File: src/rtl/i2c_watch_pkg.sv
package i2c_watch_pkg;

  localparam int STAT_ARB   = 3;
  localparam int STAT_SSTOP = 2;
  localparam int STAT_BUSY  = 1;
  localparam int STAT_MODE  = 0;

  typedef enum logic {
    SEL_STATUS  = 1'b0,
    SEL_OWNADDR = 1'b1
  } wsel_e;

  // SDA falling while SCL held high over two samples
  function automatic logic cond_start(input logic scl_now, input logic scl_prev,
                                      input logic sda_now, input logic sda_prev);
    return scl_now & scl_prev & sda_prev & ~sda_now;
  endfunction

  // SDA rising while SCL held high over two samples
  function automatic logic cond_stop(input logic scl_now, input logic scl_prev,
                                     input logic sda_now, input logic sda_prev);
    return scl_now & scl_prev & ~sda_prev & sda_now;
  endfunction

  // sticky flag next value: a set event beats a clear
  function automatic logic sticky_next(input logic cur, input logic set_ev,
                                       input logic clr);
    return set_ev | (cur & ~clr);
  endfunction

  function automatic logic addr_same(input logic [6:0] a, input logic [6:0] b);
    return (a == b);
  endfunction

endpackage

File: src/rtl/i2c_line_sync.sv
module i2c_line_sync #(
  parameter int STAGES = 2
) (
  input  logic clk,
  input  logic rst_n,
  input  logic scl_raw,
  input  logic sda_raw,
  output logic sda_s,
  output logic scl_rise,
  output logic start_ev,
  output logic stop_ev
);
  import i2c_watch_pkg::*;

  logic [STAGES-1:0] scl_chain;
  logic [STAGES-1:0] sda_chain;
  logic              scl_s;
  logic              scl_d;
  logic              sda_d;

  generate
    if (STAGES == 1) begin : g_one
      always_ff @(posedge clk or negedge rst_n) begin
        if (!rst_n) begin
          scl_chain <= '1;
          sda_chain <= '1;
        end else begin
          scl_chain <= scl_raw;
          sda_chain <= sda_raw;
        end
      end
    end else begin : g_many
      always_ff @(posedge clk or negedge rst_n) begin
        if (!rst_n) begin
          scl_chain <= '1;
          sda_chain <= '1;
        end else begin
          scl_chain <= {scl_chain[STAGES-2:0], scl_raw};
          sda_chain <= {sda_chain[STAGES-2:0], sda_raw};
        end
      end
    end
  endgenerate

  assign scl_s = scl_chain[STAGES-1];
  assign sda_s = sda_chain[STAGES-1];

  always_ff @(posedge clk or negedge rst_n) begin
    if (!rst_n) begin
      scl_d <= 1'b1;
      sda_d <= 1'b1;
    end else begin
      scl_d <= scl_s;
      sda_d <= sda_s;
    end
  end

  assign scl_rise = scl_s & ~scl_d;
  assign start_ev = cond_start(scl_s, scl_d, sda_s, sda_d);
  assign stop_ev  = cond_stop(scl_s, scl_d, sda_s, sda_d);

endmodule

File: src/rtl/i2c_addr_capture.sv
module i2c_addr_capture #(
  parameter int ADDR_W = 7
) (
  input  logic              clk,
  input  logic              rst_n,
  input  logic              start_ev,
  input  logic              stop_ev,
  input  logic              scl_rise,
  input  logic              sda_s,
  input  logic [ADDR_W-1:0] own_addr,
  output logic              hit
);
  import i2c_watch_pkg::*;

  localparam int CNT_W = $clog2(ADDR_W);
  localparam logic [CNT_W-1:0] LAST = CNT_W'(ADDR_W - 1);

  logic              armed;
  logic [CNT_W-1:0]  bit_cnt;
  logic [ADDR_W-2:0] shreg;
  logic              last_bit;
  logic [ADDR_W-1:0] rx_addr;

  assign last_bit = armed & scl_rise & (bit_cnt == LAST);
  assign rx_addr  = {shreg, sda_s};
  assign hit      = last_bit & addr_same(7'(rx_addr), 7'(own_addr));

  always_ff @(posedge clk or negedge rst_n) begin
    if (!rst_n) begin
      armed   <= 1'b0;
      bit_cnt <= '0;
      shreg   <= '0;
    end else if (start_ev) begin
      armed   <= 1'b1;
      bit_cnt <= '0;
    end else if (stop_ev) begin
      armed   <= 1'b0;
    end else if (armed && scl_rise) begin
      if (bit_cnt == LAST) begin
        armed <= 1'b0;
      end else begin
        shreg   <= {shreg[ADDR_W-3:0], sda_s};
        bit_cnt <= bit_cnt + 1'b1;
      end
    end
  end

endmodule

File: src/rtl/i2c_busy_timer.sv
module i2c_busy_timer #(
  parameter int IDLE_CYC = 16
) (
  input  logic clk,
  input  logic rst_n,
  input  logic start_ev,
  input  logic stop_ev,
  output logic busy
);
  localparam int CW = $clog2(IDLE_CYC + 1);
  localparam logic [CW-1:0] LOAD = CW'(IDLE_CYC);

  logic [CW-1:0] idle_cnt;

  always_ff @(posedge clk or negedge rst_n) begin
    if (!rst_n) begin
      busy     <= 1'b0;
      idle_cnt <= '0;
    end else if (start_ev) begin
      busy     <= 1'b1;
      idle_cnt <= '0;
    end else if (stop_ev) begin
      idle_cnt <= LOAD;
    end else if (idle_cnt != '0) begin
      idle_cnt <= idle_cnt - 1'b1;
      if (idle_cnt == CW'(1)) busy <= 1'b0;
    end
  end

endmodule

File: src/rtl/i2c_bus_watch.sv
module i2c_bus_watch #(
  parameter int IDLE_CYC    = 16,
  parameter int SYNC_STAGES = 2
) (
  input  logic       clk,
  input  logic       rst_n,
  input  logic       scl_raw,
  input  logic       sda_raw,
  input  logic       arb_lost,
  input  logic       wr_en,
  input  logic       wr_sel,
  input  logic [7:0] wr_data,
  output logic [7:0] status_q,
  output logic [7:0] own_addr_q,
  output logic       start_pulse,
  output logic       stop_pulse,
  output logic       addr_hit
);
  import i2c_watch_pkg::*;

  logic       sda_s;
  logic       scl_rise;
  logic       busy;
  logic       mode_master;
  logic       flag_arb;
  logic       flag_sstop;
  logic [6:0] own_addr;
  logic       wr_status;
  logic       wr_own;
  logic       slave_stop_ev;

  i2c_line_sync #(.STAGES(SYNC_STAGES)) u_sync (
    .clk     (clk),
    .rst_n   (rst_n),
    .scl_raw (scl_raw),
    .sda_raw (sda_raw),
    .sda_s   (sda_s),
    .scl_rise(scl_rise),
    .start_ev(start_pulse),
    .stop_ev (stop_pulse)
  );

  i2c_addr_capture #(.ADDR_W(7)) u_cap (
    .clk     (clk),
    .rst_n   (rst_n),
    .start_ev(start_pulse),
    .stop_ev (stop_pulse),
    .scl_rise(scl_rise),
    .sda_s   (sda_s),
    .own_addr(own_addr),
    .hit     (addr_hit)
  );

  i2c_busy_timer #(.IDLE_CYC(IDLE_CYC)) u_busy (
    .clk     (clk),
    .rst_n   (rst_n),
    .start_ev(start_pulse),
    .stop_ev (stop_pulse),
    .busy    (busy)
  );

  assign wr_status     = wr_en & (wsel_e'(wr_sel) == SEL_STATUS);
  assign wr_own        = wr_en & (wsel_e'(wr_sel) == SEL_OWNADDR);
  assign slave_stop_ev = stop_pulse & ~mode_master;

  always_ff @(posedge clk or negedge rst_n) begin
    if (!rst_n) begin
      mode_master <= 1'b1;
      flag_arb    <= 1'b0;
      flag_sstop  <= 1'b0;
      own_addr    <= '0;
    end else begin
      if (stop_pulse)    mode_master <= 1'b1;
      else if (addr_hit) mode_master <= 1'b0;
      flag_arb   <= sticky_next(flag_arb, arb_lost,
                                wr_status & wr_data[STAT_ARB]);
      flag_sstop <= sticky_next(flag_sstop, slave_stop_ev,
                                wr_status & wr_data[STAT_SSTOP]);
      if (wr_own) own_addr <= wr_data[7:1];
    end
  end

  assign status_q   = {4'b0000, flag_arb, flag_sstop, busy, mode_master};
  assign own_addr_q = {own_addr, 1'b0};

endmodule

File: config.mk
export PLATFORM = sky130hd
export DESIGN_NAME = i2c_bus_watch
export DESIGN_NICKNAME = d
export VERILOG_FILES = /design/src/rtl/i2c_watch_pkg.sv /design/src/rtl/i2c_line_sync.sv /design/src/rtl/i2c_addr_capture.sv /design/src/rtl/i2c_busy_timer.sv /design/src/rtl/i2c_bus_watch.sv
export SDC_FILE = /design/constraint.sdc
export NUM_CORES = 1
export LEC_CHECK = 0
export BUFFER_PORTS_ARGS = -buffer_cell sky130_fd_sc_hd__buf_2
export CAP_MARGIN = 40
export CORE_UTILIZATION = 29
export DETAILED_ROUTE_END_ITERATION = 10
export PLACE_DENSITY_LB_ADDON = 0.25
export SYNTH_ARGS = -nofsm -noshare
export SYNTH_HDL_FRONTEND = slang
export SYNTH_SLANG_ARGS = --single-unit
export TNS_END_PERCENT = 5
File: constraint.sdc
create_clock -name clk -period 1.4 [get_ports clk]
set_input_delay 0.07 -clock clk [delete_from_list [all_inputs] [get_ports clk]]
set_output_delay 0.07 -clock clk [all_outputs]
set_load 0.03 [all_outputs]
# Word-level counts from Yosys, hierarchy flattened
# Index checks and enable logic that the tools add are counted.
dict set report totals {
  register_bits 32
  elab_cells 78
}
dict set report op_classes {
  addsub 2
  n_eq_ne 5
  n_mux 17
  n_bitwise 28
  reduce_logical 13
}
# operator n
set ops {}
lappend ops {{$and 1x1->1} 16}
lappend ops {{$mux 5} 3}
lappend ops {{$mux 3} 4}
lappend ops {{$mux 1} 10}
lappend ops {{$not 1->1} 10}
lappend ops {{$reduce_bool 3->1} 3}
lappend ops {{$reduce_bool 2->1} 4}
lappend ops {{$eq 7x7->1} 1}
lappend ops {{$reduce_and 3->1} 2}
lappend ops {{$eq 5x1->1 const B} 1}
lappend ops {{$reduce_bool 5->1} 1}
lappend ops {{$sub 5x1->5 const B} 1}
lappend ops {{$ne 2x2->1 const B} 2}
lappend ops {{$reduce_and 4->1} 1}
lappend ops {{$add 3x1->3 const B} 1}
lappend ops {{$eq 3x3->1 const B} 1}
lappend ops {{$or 1x1->1} 2}
lappend ops {{$reduce_and 2->1} 1}
lappend ops {{$logic_and 1x1->1} 1}

# Logic depth before layout (Yosys ltp)
# Gate-level depths: netlist (run 1).
dict set report logic_depth {
  ltp_word 7
  mapped_depth 6
}

# By module
# A second synthesis (run 1) with hierarchy kept.
dict set report unflattened {
  cells_unflattened 117
  hier_area_um2 1510.2
}
# module instances cells_each area_each_um2 seq_area_each_um2
set by_module_without_submodules {}
lappend by_module_without_submodules {i2c_addr_capture 1 46 549.3 250.2}
lappend by_module_without_submodules {i2c_bus_watch 1 34 450.4 251.5}
lappend by_module_without_submodules {i2c_busy_timer 1 28 325.3 150.1}
lappend by_module_without_submodules {i2c_line_sync 1 9 185.2 157.7}

# Least setup slack after synthesis (run 1)
# No wires, ideal clock.
dict set report synth_path {
  kind {flip-flop to flip-flop}
  from {register u_busy.idle_cnt[0]}
  to {register u_busy.idle_cnt[3]}
  arrival_ns 1.398
  t_required_ns 1.271
  slack_ns -0.126
  path_stages_with_launch 7
  cell_sequence {dfrtp_1 > inv_1 > ha_1 > or4b_4 > nand2_1 > xor2_1 > nor2_1}
}
dict set report synth_via {
  elab_chain_cells 4
  elab_cells_between_ends 6
}
# item line
set synth_rtl {}
lappend synth_rtl {{from (decl)} i2c_busy_timer.sv:13} ;# logic [CW-1:0] idle_cnt;
lappend synth_rtl {{from (signal assigned)} i2c_busy_timer.sv:25} ;# idle_cnt <= idle_cnt - 1'b1;
lappend synth_rtl {{$sub 5x1->5} i2c_busy_timer.sv:25}
lappend synth_rtl {{$mux 5} i2c_busy_timer.sv:24} ;# end else if (idle_cnt != '0) begin
lappend synth_rtl {{$mux 5} i2c_busy_timer.sv:22} ;# end else if (stop_ev) begin
lappend synth_rtl {{$mux 5} i2c_busy_timer.sv:19} ;# end else if (start_ev) begin
# Parallel ways exist; a longest one is shown, timed or not. The select of a mux whose other input is x is not followed.
# A chain may end at the register's enable or synchronous reset.

# Final worst setup path (run 1)
dict set report layout_path {
  from {register u_sync.scl_chain[1]}
  to {output addr_hit}
}
dict set report layout_via {
  elab_chain_cells 4
}
# item line
set layout_rtl {}
lappend layout_rtl {{from (decl)} i2c_line_sync.sv:15} ;# logic [STAGES-1:0] scl_chain;
lappend layout_rtl {{from (signal assigned)} i2c_line_sync.sv:38} ;# scl_chain <= {scl_chain[STAGES-2:0], scl_raw};
lappend layout_rtl {{$and 1x1->1} i2c_line_sync.sv:58} ;# assign scl_rise = scl_s & ~scl_d;
lappend layout_rtl {{$and 1x1->1 (2 in a row)} i2c_addr_capture.sv:24} ;# assign last_bit = armed & scl_rise & (bit_cnt == LAST);
lappend layout_rtl {{$and 1x1->1} i2c_addr_capture.sv:26} ;# assign hit = last_bit & addr_same(7'(rx_addr), 7'(own_addr));
lappend layout_rtl {{to (decl)} i2c_bus_watch.sv:17} ;# output logic addr_hit
# Every way passes these cells.

==> results of run 1 <==
==> final timing paths <==
check	to	slack [ns]
max	addr_hit	-0.22
max reg2reg	u_cap.shreg[2]	-0.19
min in group asynchronous	u_cap.bit_cnt[2]	0.39
min	own_addr[0]	0.01
max in group asynchronous	flag_arb	0.56
min reg2reg	u_sync.scl_chain[1]	0.36
==> timing repair <==
action,in CTS,in global routing
setup buffers,2,0
pin swaps,4,3
hold buffers,4,0
setup endpoints to repair,15,17
hold endpoints to repair,28,0
cloned,0,0
resized for setup,17,4
==> through the flow <==
step                hold slack [ns]  instances  setup TNS [ns]  worst slack [ns]  area, sq um
floorplan                    -0.226        125          -0.224            -0.108         1460
global placement              0.161        223          -0.387           -0.0695         1700
detailed placement            0.170        223          -0.720            -0.140         1700
CTS                         0.00427        237           -2.30            -0.287         1890
global route                0.00822        237           -3.11            -0.320         1910
finish                       0.0131        237           -2.00            -0.223         1910
==> synth_stat cells <==
master / number
sky130_fd_sc_hd__dfrtp_1: 25
sky130_fd_sc_hd__mux2_2: 13
sky130_fd_sc_hd__nand2_1: 11
sky130_fd_sc_hd__nor2_1: 10
sky130_fd_sc_hd__buf_4: 9
sky130_fd_sc_hd__xnor2_1: 8
sky130_fd_sc_hd__dfstp_2: 7
sky130_fd_sc_hd__inv_1: 5
sky130_fd_sc_hd__o21ai_0: 5
sky130_fd_sc_hd__ha_1: 4
sky130_fd_sc_hd__nand3_1: 3
sky130_fd_sc_hd__a21oi_1: 2
sky130_fd_sc_hd__nand2b_1: 2
sky130_fd_sc_hd__nand4_1: 2
sky130_fd_sc_hd__nor2b_1: 2
sky130_fd_sc_hd__or2_2: 2
sky130_fd_sc_hd__xor2_1: 2
sky130_fd_sc_hd__a211oi_1: 1
sky130_fd_sc_hd__a21o_1: 1
sky130_fd_sc_hd__and3b_1: 1
sky130_fd_sc_hd__conb_1: 1
sky130_fd_sc_hd__mux2i_1: 1
sky130_fd_sc_hd__nand4bb_1: 1
sky130_fd_sc_hd__nor3_1: 1
sky130_fd_sc_hd__o22a_1: 1
sky130_fd_sc_hd__or4b_4: 1
==> kinds of logic (layout without fill, tap and decap cells) <==
kind of cell             Yosys count  after routing  share of synthesized area, %
adder cells (fa/ha/maj)            4              4                          3.49
AND/OR/NAND/NOR                   36             36                          12.7
other                              1              5                         0.261
flip-flops                        32             32                          56.4
multiplexers                      14             14                          10.9
AO/OA/AOI/OAI                     10             10                          4.10
XOR/XNOR                          10             10                          6.10
buffers and inverters             14             59                          6.02
==> where the power goes <==
group	internal, mW	leakage [nW]	switching, mW
Clock	0.392	0.0510	0.337
Combinational	0.606	0.456	0.558
Sequential	1.19	0.377	0.190
==> cell type report <==
class / instances / area share [%]
Clock buffer: 6 / 4.32
Clock inverter: 2 / 0.524
Inverter: 5 / 1.24
Multi-Input combinational cell: 79 / 30.9
Sequential cell: 32 / 42.4
Tap cell: 67 / 4.39
Timing Repair Buffer: 46 / 16.2
==> per-layer routing <==
metal / GRT usage, % / part of all wire [%] / vias to the layer above
li1: - / - / 482
met1: 13.1 / 43 / 507
met2: 19.5 / 50 / 27
met3: 5.00 / 5.1 / 5
met4: 5.23 / 1.6 / 0
met5: 0 / 0 / -
==> state kept, by name, indices dropped and copies added (netlist names), 2 cells and up <==
signal	count
u_cap.bit_cnt	3
own_addr	7
u_sync.scl_chain	2
u_sync.sda_chain	2
u_cap.shreg	6
u_busy.idle_cnt	5
==> critical path, delay by kind of cell (launching register included) <==
family / cells / cell delay, ns
and+or+nand+nor: 4 / 0.59
DFF: 1 / 0.53
buffers and inverters: 1 / 0.15
==> flow_metrics.py, run 1 <==
metrics = {
    "cells_and_area": {
        "final_util_pct": 40.2,
        "layout.cells.most_common": "sky130_fd_sc_hd__dfrtp_1",
        "nFillCells": 492,
        "seq_area_sq_um": 810,
        "final_nets": 188,
        "layout.cells.most_common_list": "sky130_fd_sc_hd__dfrtp_1, sky130_fd_sc_hd__buf_2, sky130_fd_sc_hd__buf_4, sky130_fd_sc_hd__mux2_2, sky130_fd_sc_hd__nand2_1",
        "flow.area_growth_from_synthesis_pct": 33.1,
        "n_antenna_cell": 0,
        "area_taken_by_multi_input_logic_gates_sq_um": 591,
        "layout-drive-gt1-share_pct": 49.4,
    },
    "sta": {
        "timing.final.crit_share_pct": 116,
        "report.final.slew_viol_count": 0,
        "worst_slew_slack_as_a_fraction_of_its_limit_pct": 52.3,
        "rsz_0062_raised_after_global_routing": "yes",
        "final-hold-violation-count": 0,
        "worst_clock_skew_ns": 0.00467,
        "post-route-worst-setup-slack_ns": -0.223,
        "setup_violations": 15,
        "fmax_mhz": 616,
        "tightestPinTransition_ns": 0.716,
        "fin_crit_ns": 1.62,
    },
    "power_and_ir_drop": {
        "power-per-cell-area_mw_per_mm2": 1710,
        "irDropWorstVdd_mv": 0.702,
        "p_leak_nw": 0.884,
        "total_power_mw": 3.28,
    },
    "synthesis": {
        "ys_top_cells_by_area": "sky130_fd_sc_hd__dfrtp_1, sky130_fd_sc_hd__dfstp_2, sky130_fd_sc_hd__mux2_2, sky130_fd_sc_hd__xnor2_1, sky130_fd_sc_hd__buf_4",
        "post_synth_inst_count": 121,
        "yosysTopAreaCellShare_pct": 43.6,
        "average_cell_area_after_synthesis_sq_um": 11.9,
        "synth_largest_area_cell": "sky130_fd_sc_hd__dfrtp_1",
        "synth.lib_cells_used.distinct": 26,
        "post_synth_instance_area_sq_mm": 0.00144,
        "yosysWarningCount": 0,
        "synth-seq-area-share_pct": 56.4,
        "register_bit_total_from_synthesis": 32,
    },
    "worst_setup_path": {
        "critical_path.cell_chain": "and3b_2 > nor2b_4 > nand4_1 > nor2_2 > buf_6",
        "critical_path.max_stage_delay_ns": 0.53,
        "kind_of_end_point_of_the_critical_path": "output pin",
        "critical-path-slowest-cell": "sky130_fd_sc_hd__dfstp_2",
        "worst_setup_start_kind": "flop",
        "crit_required_ns": 1.33,
        "reg2reg_from": "u_sync.scl_d",
        "timing_worst_setup_path_type": "flop to output pin",
        "crit_arrival_ns": 1.55,
        "r2r_cells": 4,
        "critical_path.max_fanout": 2,
        "crit_path_start": "u_sync.scl_chain[1]",
    },
    "global_routing": {
        "global_route.usage.total_pct": 11.8,
        "first_global_vias": 1071,
        "gr-total-overflow": 0,
        "antenna_found_initial": 0,
        "largest_net_degree_at_the_start_of_global_routing": 33,
        "global_route_wire_length_before_repair_mm": 4.53,
    },
    "route": {
        "sum_of_routed_wire_length_over_all_layers_mm": 2.82,
        "antenna_left": 0,
        "dr.first_iter.drc_count": 21,
        "drc": 0,
        "dr_total_vias": 1021,
        "drt-vias-per-instance": 4.31,
        "wl_per_cell_um": 11.9,
        "drtPass1Iterations": 4,
    },
    "clock_tree": {
        "clk_path_buf_depth": 2,
        "cts-buffers-inserted": 5,
        "cts_num_sinks": 32,
        "clock_insertion_delay_worst_skew_ns": 0.28,
        "cts.clk_slew.worst_paths_ns": 0.07,
        "cts_tree": "built",
        "clock_tree.htree_level_count": 2,
        "ctsRootBufferMaster": "sky130_fd_sc_hd__clkbuf_8",
    },
    "status": {
        "run_status": "finished, violations left",
        "violations": "negative setup slack",
    },
    "min_path": {
        "worstHoldPathType": "input pin to flop",
        "timing.hold.worst.start": "wr_data[1]",
        "hold_path_depth": 2,
    },
    "die": {
        "starting_density_of_the_core_pct": 30.2,
        "pin_count": 34,
        "die_width_um": 72.3,
        "row_count": 25,
        "core_area_sq_mm": 0.00475,
        "fp.dieArea_sq_mm": 0.00523,
        "die_y_um": 72.3,
    },
    "placement": {
        "gpl.final_weighted_congestion": 0.681,
        "port_buffers": 27,
        "half_perimeter_wire_length_after_placement_mm": 2.07,
    },
    "run": {
        "drv.max_cap_violation_count": 0,
    },
}
Note: power is estimated with default switching activity, not from simulation.
==> run 2, diff against run 1 <==
Settings changed: HOLD_SLACK_MARGIN from default to 0.15.
==> run 2 against run 1 <==
Compared with the run above: the flow still finishes with violations (negative setup slack); first-iteration DRC count is 9.5% higher; combinational power hardly changed; clock-buffer cell count stayed put; maximum frequency is 0.16% lower; wire length is 2.3% higher; die area stayed put; via count is 3.6% higher; register-to-register slack hardly changed; setup slack worse by 0.0026 ns; highest routed layer unchanged; design area is 4.7% higher; total power is 0.63% higher; sequential share of layout area is 1.9 points lower.
==> flow_metrics.py, run 2 (same netlist as run 1, synthesis figures left out) <==
metrics = {
    "status": {
        "run_status": "finished, violations left",
        "violations": "negative setup slack",
    },
    "sta": {
        "report.final.slew_viol_count": 0,
        "final-hold-violation-count": 0,
        "setup_violations": 15,
        "timing.final.crit_share_pct": 116,
        "worst_slew_slack_as_a_fraction_of_its_limit_pct": 52.3,
        "timing.setup.tns_ns": -2.01,
        "fmax_mhz": 615,
        "post-route-worst-setup-slack_ns": -0.226,
        "fin_crit_ns": 1.63,
        "worst_clock_skew_ns": 0.00429,
        "tightestPinTransition_ns": 0.716,
        "rsz_0062_raised_after_global_routing": "yes",
    },
    "cells_and_area": {
        "top_regs": "own_addr (7), u_cap.shreg (6), u_busy.idle_cnt (5)",
        "area_taken_by_multi_input_logic_gates_sq_um": 591,
        "seq_area_sq_um": 810,
        "largest_register_ffs": 7,
        "nFillCells": 485,
        "layout-drive-gt1-share_pct": 46.9,
        "n_antenna_cell": 0,
        "layout.cells.non_filler": 246,
        "registers.top_by_ff_count": "own_addr",
        "flow.area_growth_from_synthesis_pct": 39.4,
        "layout.cells.most_common_list": "sky130_fd_sc_hd__dfrtp_1, sky130_fd_sc_hd__buf_2, sky130_fd_sc_hd__buf_4, sky130_fd_sc_hd__mux2_2, sky130_fd_sc_hd__dlygate4sd3_1",
        "layout.cells.most_common": "sky130_fd_sc_hd__dfrtp_1",
        "final_nets": 197,
        "final_design_area_no_fill_sq_mm": 0.00200,
    },
    "power_and_ir_drop": {
        "total_power_mw": 3.30,
        "p_clk_share_pct": 22.1,
        "p_leak_nw": 0.921,
        "power_switching_share_pct": 33.0,
        "internal-power_mw": 2.21,
        "netSwitchingPower_mw": 1.09,
        "irDropWorstVdd_mv": 0.687,
        "power-per-cell-area_mw_per_mm2": 1650,
        "seqPwrFrac_pct": 42.0,
        "comb_power_share_pct": 35.9,
    },
    "global_routing": {
        "gr-total-overflow": 0,
        "global_route_wire_length_before_repair_mm": 4.62,
        "largest_net_degree_at_the_start_of_global_routing": 33,
        "first_global_vias": 1094,
        "antenna_found_initial": 0,
        "global_route.usage.total_pct": 12.0,
    },
    "min_path": {
        "worstHoldPathType": "input pin to flop",
    },
    "die": {
        "die_width_um": 72.3,
        "core_area_sq_mm": 0.00475,
        "starting_density_of_the_core_pct": 30.2,
        "fp.dieArea_sq_mm": 0.00523,
        "row_count": 25,
        "die_y_um": 72.3,
        "pin_count": 34,
    },
    "placement": {
        "detailed_place.area_sq_mm": 0.00170,
        "half_perimeter_wire_length_after_placement_mm": 2.07,
        "port_buffers": 27,
        "gpl.final_weighted_congestion": 0.681,
        "place.detailed.instances": 223,
    },
    "run": {
        "drv.max_cap_violation_count": 0,
    },
    "worst_setup_path": {
        "kind_of_end_point_of_the_critical_path": "output pin",
        "timing_worst_setup_path_type": "flop to output pin",
        "critical_path.max_fanout": 2,
        "crit_arrival_ns": 1.56,
        "rrSetupSlack_ns": -0.19,
        "crit_required_ns": 1.33,
        "worst_setup_start_kind": "flop",
    },
    "route": {
        "wl_per_cell_um": 11.7,
        "dr.first_iter.drc_count": 23,
        "drc": 0,
        "drtPass1Iterations": 4,
        "antenna_left": 0,
        "sum_of_routed_wire_length_over_all_layers_mm": 2.89,
        "drt-vias-per-instance": 4.30,
        "dr_total_vias": 1058,
    },
    "clock_tree": {
        "ctsRootBufferMaster": "sky130_fd_sc_hd__clkbuf_8",
        "clock_tree.htree_level_count": 2,
        "cts.clk_slew.worst_paths_ns": 0.07,
        "cts-buffers-inserted": 5,
        "clock_insertion_delay_worst_skew_ns": 0.28,
        "clk_path_buf_depth": 2,
        "cts_num_sinks": 32,
        "cts_tree": "built",
    },
}
-- run 2: changes by cell type in the layout (fill, tap and decap cells not counted) --
cell	before	now
sky130_fd_sc_hd__dlygate4sd3_1	4	13
-- run 2: routing by layer --
layer	global-route usage [%]	up-vias	part of all wire (%)
met5	0	-	0
met4	5.23	0	1.6
met3	5.00	5	4.5
met2	20.5	27	51
met1	13.0	526	43
li1	-	500	-
-- run 2: power by group through the flow --
| stage | sequential [mW] | clock [mW] | combinational, mW |
|---|---|---|---|
| 6_report | 1.38 | 0.729 | 1.18 |
| 5_1_grt | 1.41 | 0.805 | 1.29 |
| 4_1_cts | 1.39 | 0.759 | 1.16 |
| 3_5_place_dp | 1.40 | 0 | 1.09 |
| 3_3_place_gp | 1.38 | 0 | 1.05 |
| 2_1_floorplan | 1.44 | 0 | 0.668 |
-- run 2: critical path, stage by stage (launching register included) --
cell and delay (ns):
sky130_fd_sc_hd__dfstp_2 0.53, sky130_fd_sc_hd__and3b_2 0.18, sky130_fd_sc_hd__nor2b_4 0.15, sky130_fd_sc_hd__nand4_1 0.12, sky130_fd_sc_hd__nor2_2 0.15, sky130_fd_sc_hd__buf_6 0.15
-- run 2: layout make-up --
| cell class | instances | share of cell area, % |
|---|---|---|
| multi-input cells | 79 | 29.5 |
| well taps | 67 | 4.19 |
| clock buffers | 6 | 4.13 |
| inverters | 5 | 1.19 |
| clock inverters | 2 | 0.500 |
| repair buffers | 55 | 20.0 |
| flip-flops and latches | 32 | 40.5 |
-- run 2: stage by stage --
stage	util (%)	setup slack (ns)	hold WS [ns]
after floorplan	-	-0.108	-0.226
after global placement	35.8	-0.0695	0.161
after detailed placement	35.8	-0.140	0.170
after CTS	41.7	-0.287	0.356
after global routing	42.1	-0.325	0.361
final	42.1	-0.226	0.354
-- run 2: timing repair --
item | in CTS | in global routing
endpoints found under the hold margin | 36 | 0
pin swaps | 4 | 3
endpoints found under the setup margin | 15 | 17
setup buffers | 2 | 0
resized for setup | 17 | 4
hold buffers | 13 | 0
-- run 2: worst paths after layout --
check,startpoint,to,cells past startpoint
worst min-delay path,wr_en,own_addr[6],3
max in group asynchronous,rst_n,flag_arb,2
min in group asynchronous,rst_n,u_cap.bit_cnt[2],2
worst min register to register,u_sync.scl_chain[0],u_sync.scl_chain[1],0
worst max-delay path,u_sync.scl_chain[1],addr_hit,5
worst max register to register,u_sync.scl_d,u_cap.shreg[2],4
==> run 3, diff against run 2 <==
Settings changed: CORE_ASPECT_RATIO from default to 0.6, CORE_MARGIN from default to 2, SETUP_SLACK_MARGIN from default to 0.02.
==> run 3 against run 2 <==
Compared with the run above: the flow still finishes with violations (negative setup slack); sequential power hardly changed; core utilization is 1.1 points higher; clock skew is 0.0072 ns higher; clock-buffer cell count is 2 higher; maximum frequency is 0.68% higher; critical path depth stayed put; wire length is 3.1% lower; setup slack better by 0.011 ns; design area is 0.56% higher; register-to-register slack better by 0.09 ns; final cell count is 2.0% lower; non-clock buffer count is 1 lower; critical endpoint unchanged.
==> flow_metrics.py, run 3 (same netlist as run 1, synthesis figures left out) <==
metrics = {
    "clock_tree": {
        "clk_path_buf_depth": 2,
        "ctsRootBufferMaster": "sky130_fd_sc_hd__clkbuf_8",
        "cts.clk_slew.worst_paths_ns": 0.06,
        "clock_tree.htree_level_count": 2,
        "clock_insertion_delay_worst_skew_ns": 0.28,
        "cts_tree": "built",
        "cts_num_sinks": 32,
        "cts-buffers-inserted": 5,
    },
    "worst_setup_path": {
        "critical_path.max_fanout": 3,
        "critical_path.max_stage_delay_ns": 0.54,
        "timing_worst_setup_path_type": "flop to output pin",
        "critical_path.cell_chain": "and3b_2 > nor2b_4 > nand4_1 > nor2_1 > buf_4",
        "crit_path_start": "u_sync.scl_chain[1]",
        "critPathBufInv": 1,
        "crit_arrival_ns": 1.54,
        "critical-path-slowest-cell": "sky130_fd_sc_hd__dfstp_2",
        "crit_required_ns": 1.33,
        "reg2reg_from": "u_busy.idle_cnt[1]",
        "timing.critical_path.max_delay_family": "simple AND/OR/NAND/NOR gates",
        "worst_setup_start_kind": "flop",
        "kind_of_end_point_of_the_critical_path": "output pin",
    },
    "global_routing": {
        "antenna_found_initial": 0,
        "first_global_vias": 1068,
        "gr-total-overflow": 0,
        "global_route.usage.total_pct": 12.0,
        "largest_net_degree_at_the_start_of_global_routing": 33,
        "global_route_wire_length_before_repair_mm": 4.89,
    },
    "power_and_ir_drop": {
        "power-per-cell-area_mw_per_mm2": 1710,
        "irDropWorstVdd_mv": 0.589,
        "p_leak_nw": 0.918,
        "internal-power_mw": 2.33,
        "total_power_mw": 3.44,
        "p_clk_share_pct": 22.5,
        "comb_power_share_pct": 37.0,
        "netSwitchingPower_mw": 1.12,
        "seqPwrFrac_pct": 40.5,
        "power_switching_share_pct": 32.4,
    },
    "placement": {
        "half_perimeter_wire_length_after_placement_mm": 1.99,
        "place.detailed.instances": 219,
        "gpl.final_weighted_congestion": 0.712,
        "port_buffers": 27,
        "pre_cts_slack_ns": -0.108,
    },
    "cells_and_area": {
        "largest_register_ffs": 7,
        "n_antenna_cell": 0,
        "final_nets": 196,
        "final_util_pct": 43.2,
        "layout.cells.most_common_list": "sky130_fd_sc_hd__dfrtp_1, sky130_fd_sc_hd__buf_2, sky130_fd_sc_hd__buf_4, sky130_fd_sc_hd__mux2_2, sky130_fd_sc_hd__dlygate4sd3_1",
        "layout.cells.non_filler": 241,
        "top_regs": "own_addr (7), u_cap.shreg (6), u_busy.idle_cnt (5)",
        "nFillCells": 455,
        "layout-drive-gt1-share_pct": 47.8,
        "registers.top_by_ff_count": "own_addr",
        "flow.area_growth_from_synthesis_pct": 40.2,
        "layout.cells.most_common": "sky130_fd_sc_hd__dfrtp_1",
    },
    "route": {
        "dr.first_iter.drc_count": 19,
        "drtPass1Iterations": 4,
        "antenna_left": 0,
        "sum_of_routed_wire_length_over_all_layers_mm": 2.80,
        "dr_total_vias": 1022,
        "wl_per_cell_um": 11.6,
        "drt-vias-per-instance": 4.24,
        "drc": 0,
    },
    "die": {
        "die_width_um": 94.8,
        "core_area_sq_mm": 0.00466,
        "row_count": 19,
        "starting_density_of_the_core_pct": 30.8,
        "die_y_um": 58.5,
        "fp.dieArea_sq_mm": 0.00555,
        "pin_count": 34,
    },
    "status": {
        "run_status": "finished, violations left",
        "violations": "negative setup slack",
    },
    "sta": {
        "report.final.slew_viol_count": 0,
        "post-route-worst-setup-slack_ns": -0.215,
        "setup_violations": 13,
        "timing.final.crit_share_pct": 115,
        "fmax_mhz": 619,
        "fin_crit_ns": 1.61,
        "worst_clock_skew_ns": 0.0115,
        "rsz_0062_raised_after_global_routing": "yes",
        "final-hold-violation-count": 0,
    },
    "run": {
        "drv.max_cap_violation_count": 0,
    },
    "min_path": {
        "timing.hold.worst.start": "wr_sel",
        "worstHoldPathType": "input pin to flop",
    },
}
==> run 3: worst paths after layout <==
| check | to | slack, ns | cells after the start |
|---|---|---|---|
| min in group asynchronous | own_addr[4] | 0.33 | 3 |
| max in group asynchronous | u_sync.scl_chain[1] | 0.73 | 3 |
| hold reg to reg | u_sync.sda_chain[1] | 0.36 | 0 |
| setup / recovery | addr_hit | -0.21 | 5 |
| setup reg to reg | u_busy.idle_cnt[3] | -0.10 | 6 |
| hold / removal | flag_sstop | 0.17 | 5 |
==> run 3: repair_timing <==
item                                    4_1_cts  5_1_grt
hold buffers                                 12        0
gates resized for setup                      22        3
pin swaps                                     4        2
endpoints found under the setup margin       14       15
setup buffers                                 2        0
endpoints found under the hold margin        43        0
==> run 3: layout make-up <==
type	instances	area, sq um	share of cell area (%)
sequential	32	810	40.2
multi-input combinational	79	613	30.5
timing repair buffer	54	387	19.2
clock buffer	8	100	4.98
tap	63	78.8	3.92
inverter	5	23.8	1.18
==> run 3: per-layer routing <==
| metal | part of all wire [%] | GRT usage (%) | up-vias |
|---|---|---|---|
| met3 | 4.6 | 3.97 | 6 |
| met2 | 46 | 17.7 | 26 |
| met4 | 1.5 | 5.59 | 0 |
| met5 | 0 | 0 | - |
| li1 | - | - | 504 |
| met1 | 48 | 15.9 | 486 |
==> run 3: stage by stage <==
stage	cell area, sq um	hold WS (ns)	TNS, ns
floorplan	1460	-0.226	-0.224
global placement	1700	0.109	-0.471
detailed placement	1700	0.115	-0.641
CTS	2000	0.177	-1.28
global route	2010	0.236	-2.16
finish	2010	0.172	-0.951
==> run 3: worst register-to-register path, stage by stage, from the launching register on <==
cell                      delay [ns]
sky130_fd_sc_hd__dfrtp_1        0.39
sky130_fd_sc_hd__inv_2          0.08
sky130_fd_sc_hd__ha_4           0.13
sky130_fd_sc_hd__or4b_4         0.51
sky130_fd_sc_hd__nand2_2        0.09
sky130_fd_sc_hd__xor2_1         0.13
sky130_fd_sc_hd__nor2_1         0.05
==> run 3: power by group through the flow <==
| stage | clock network [mW] | registers [mW] | logic [mW] |
|---|---|---|---|
| after floorplan | 0 | 1.44 | 0.668 |
| after global placement | 0 | 1.39 | 1.06 |
| after detailed placement | 0 | 1.40 | 1.09 |
| after CTS | 0.804 | 1.39 | 1.25 |
| after global routing | 0.843 | 1.43 | 1.41 |
| final | 0.774 | 1.40 | 1.27 |
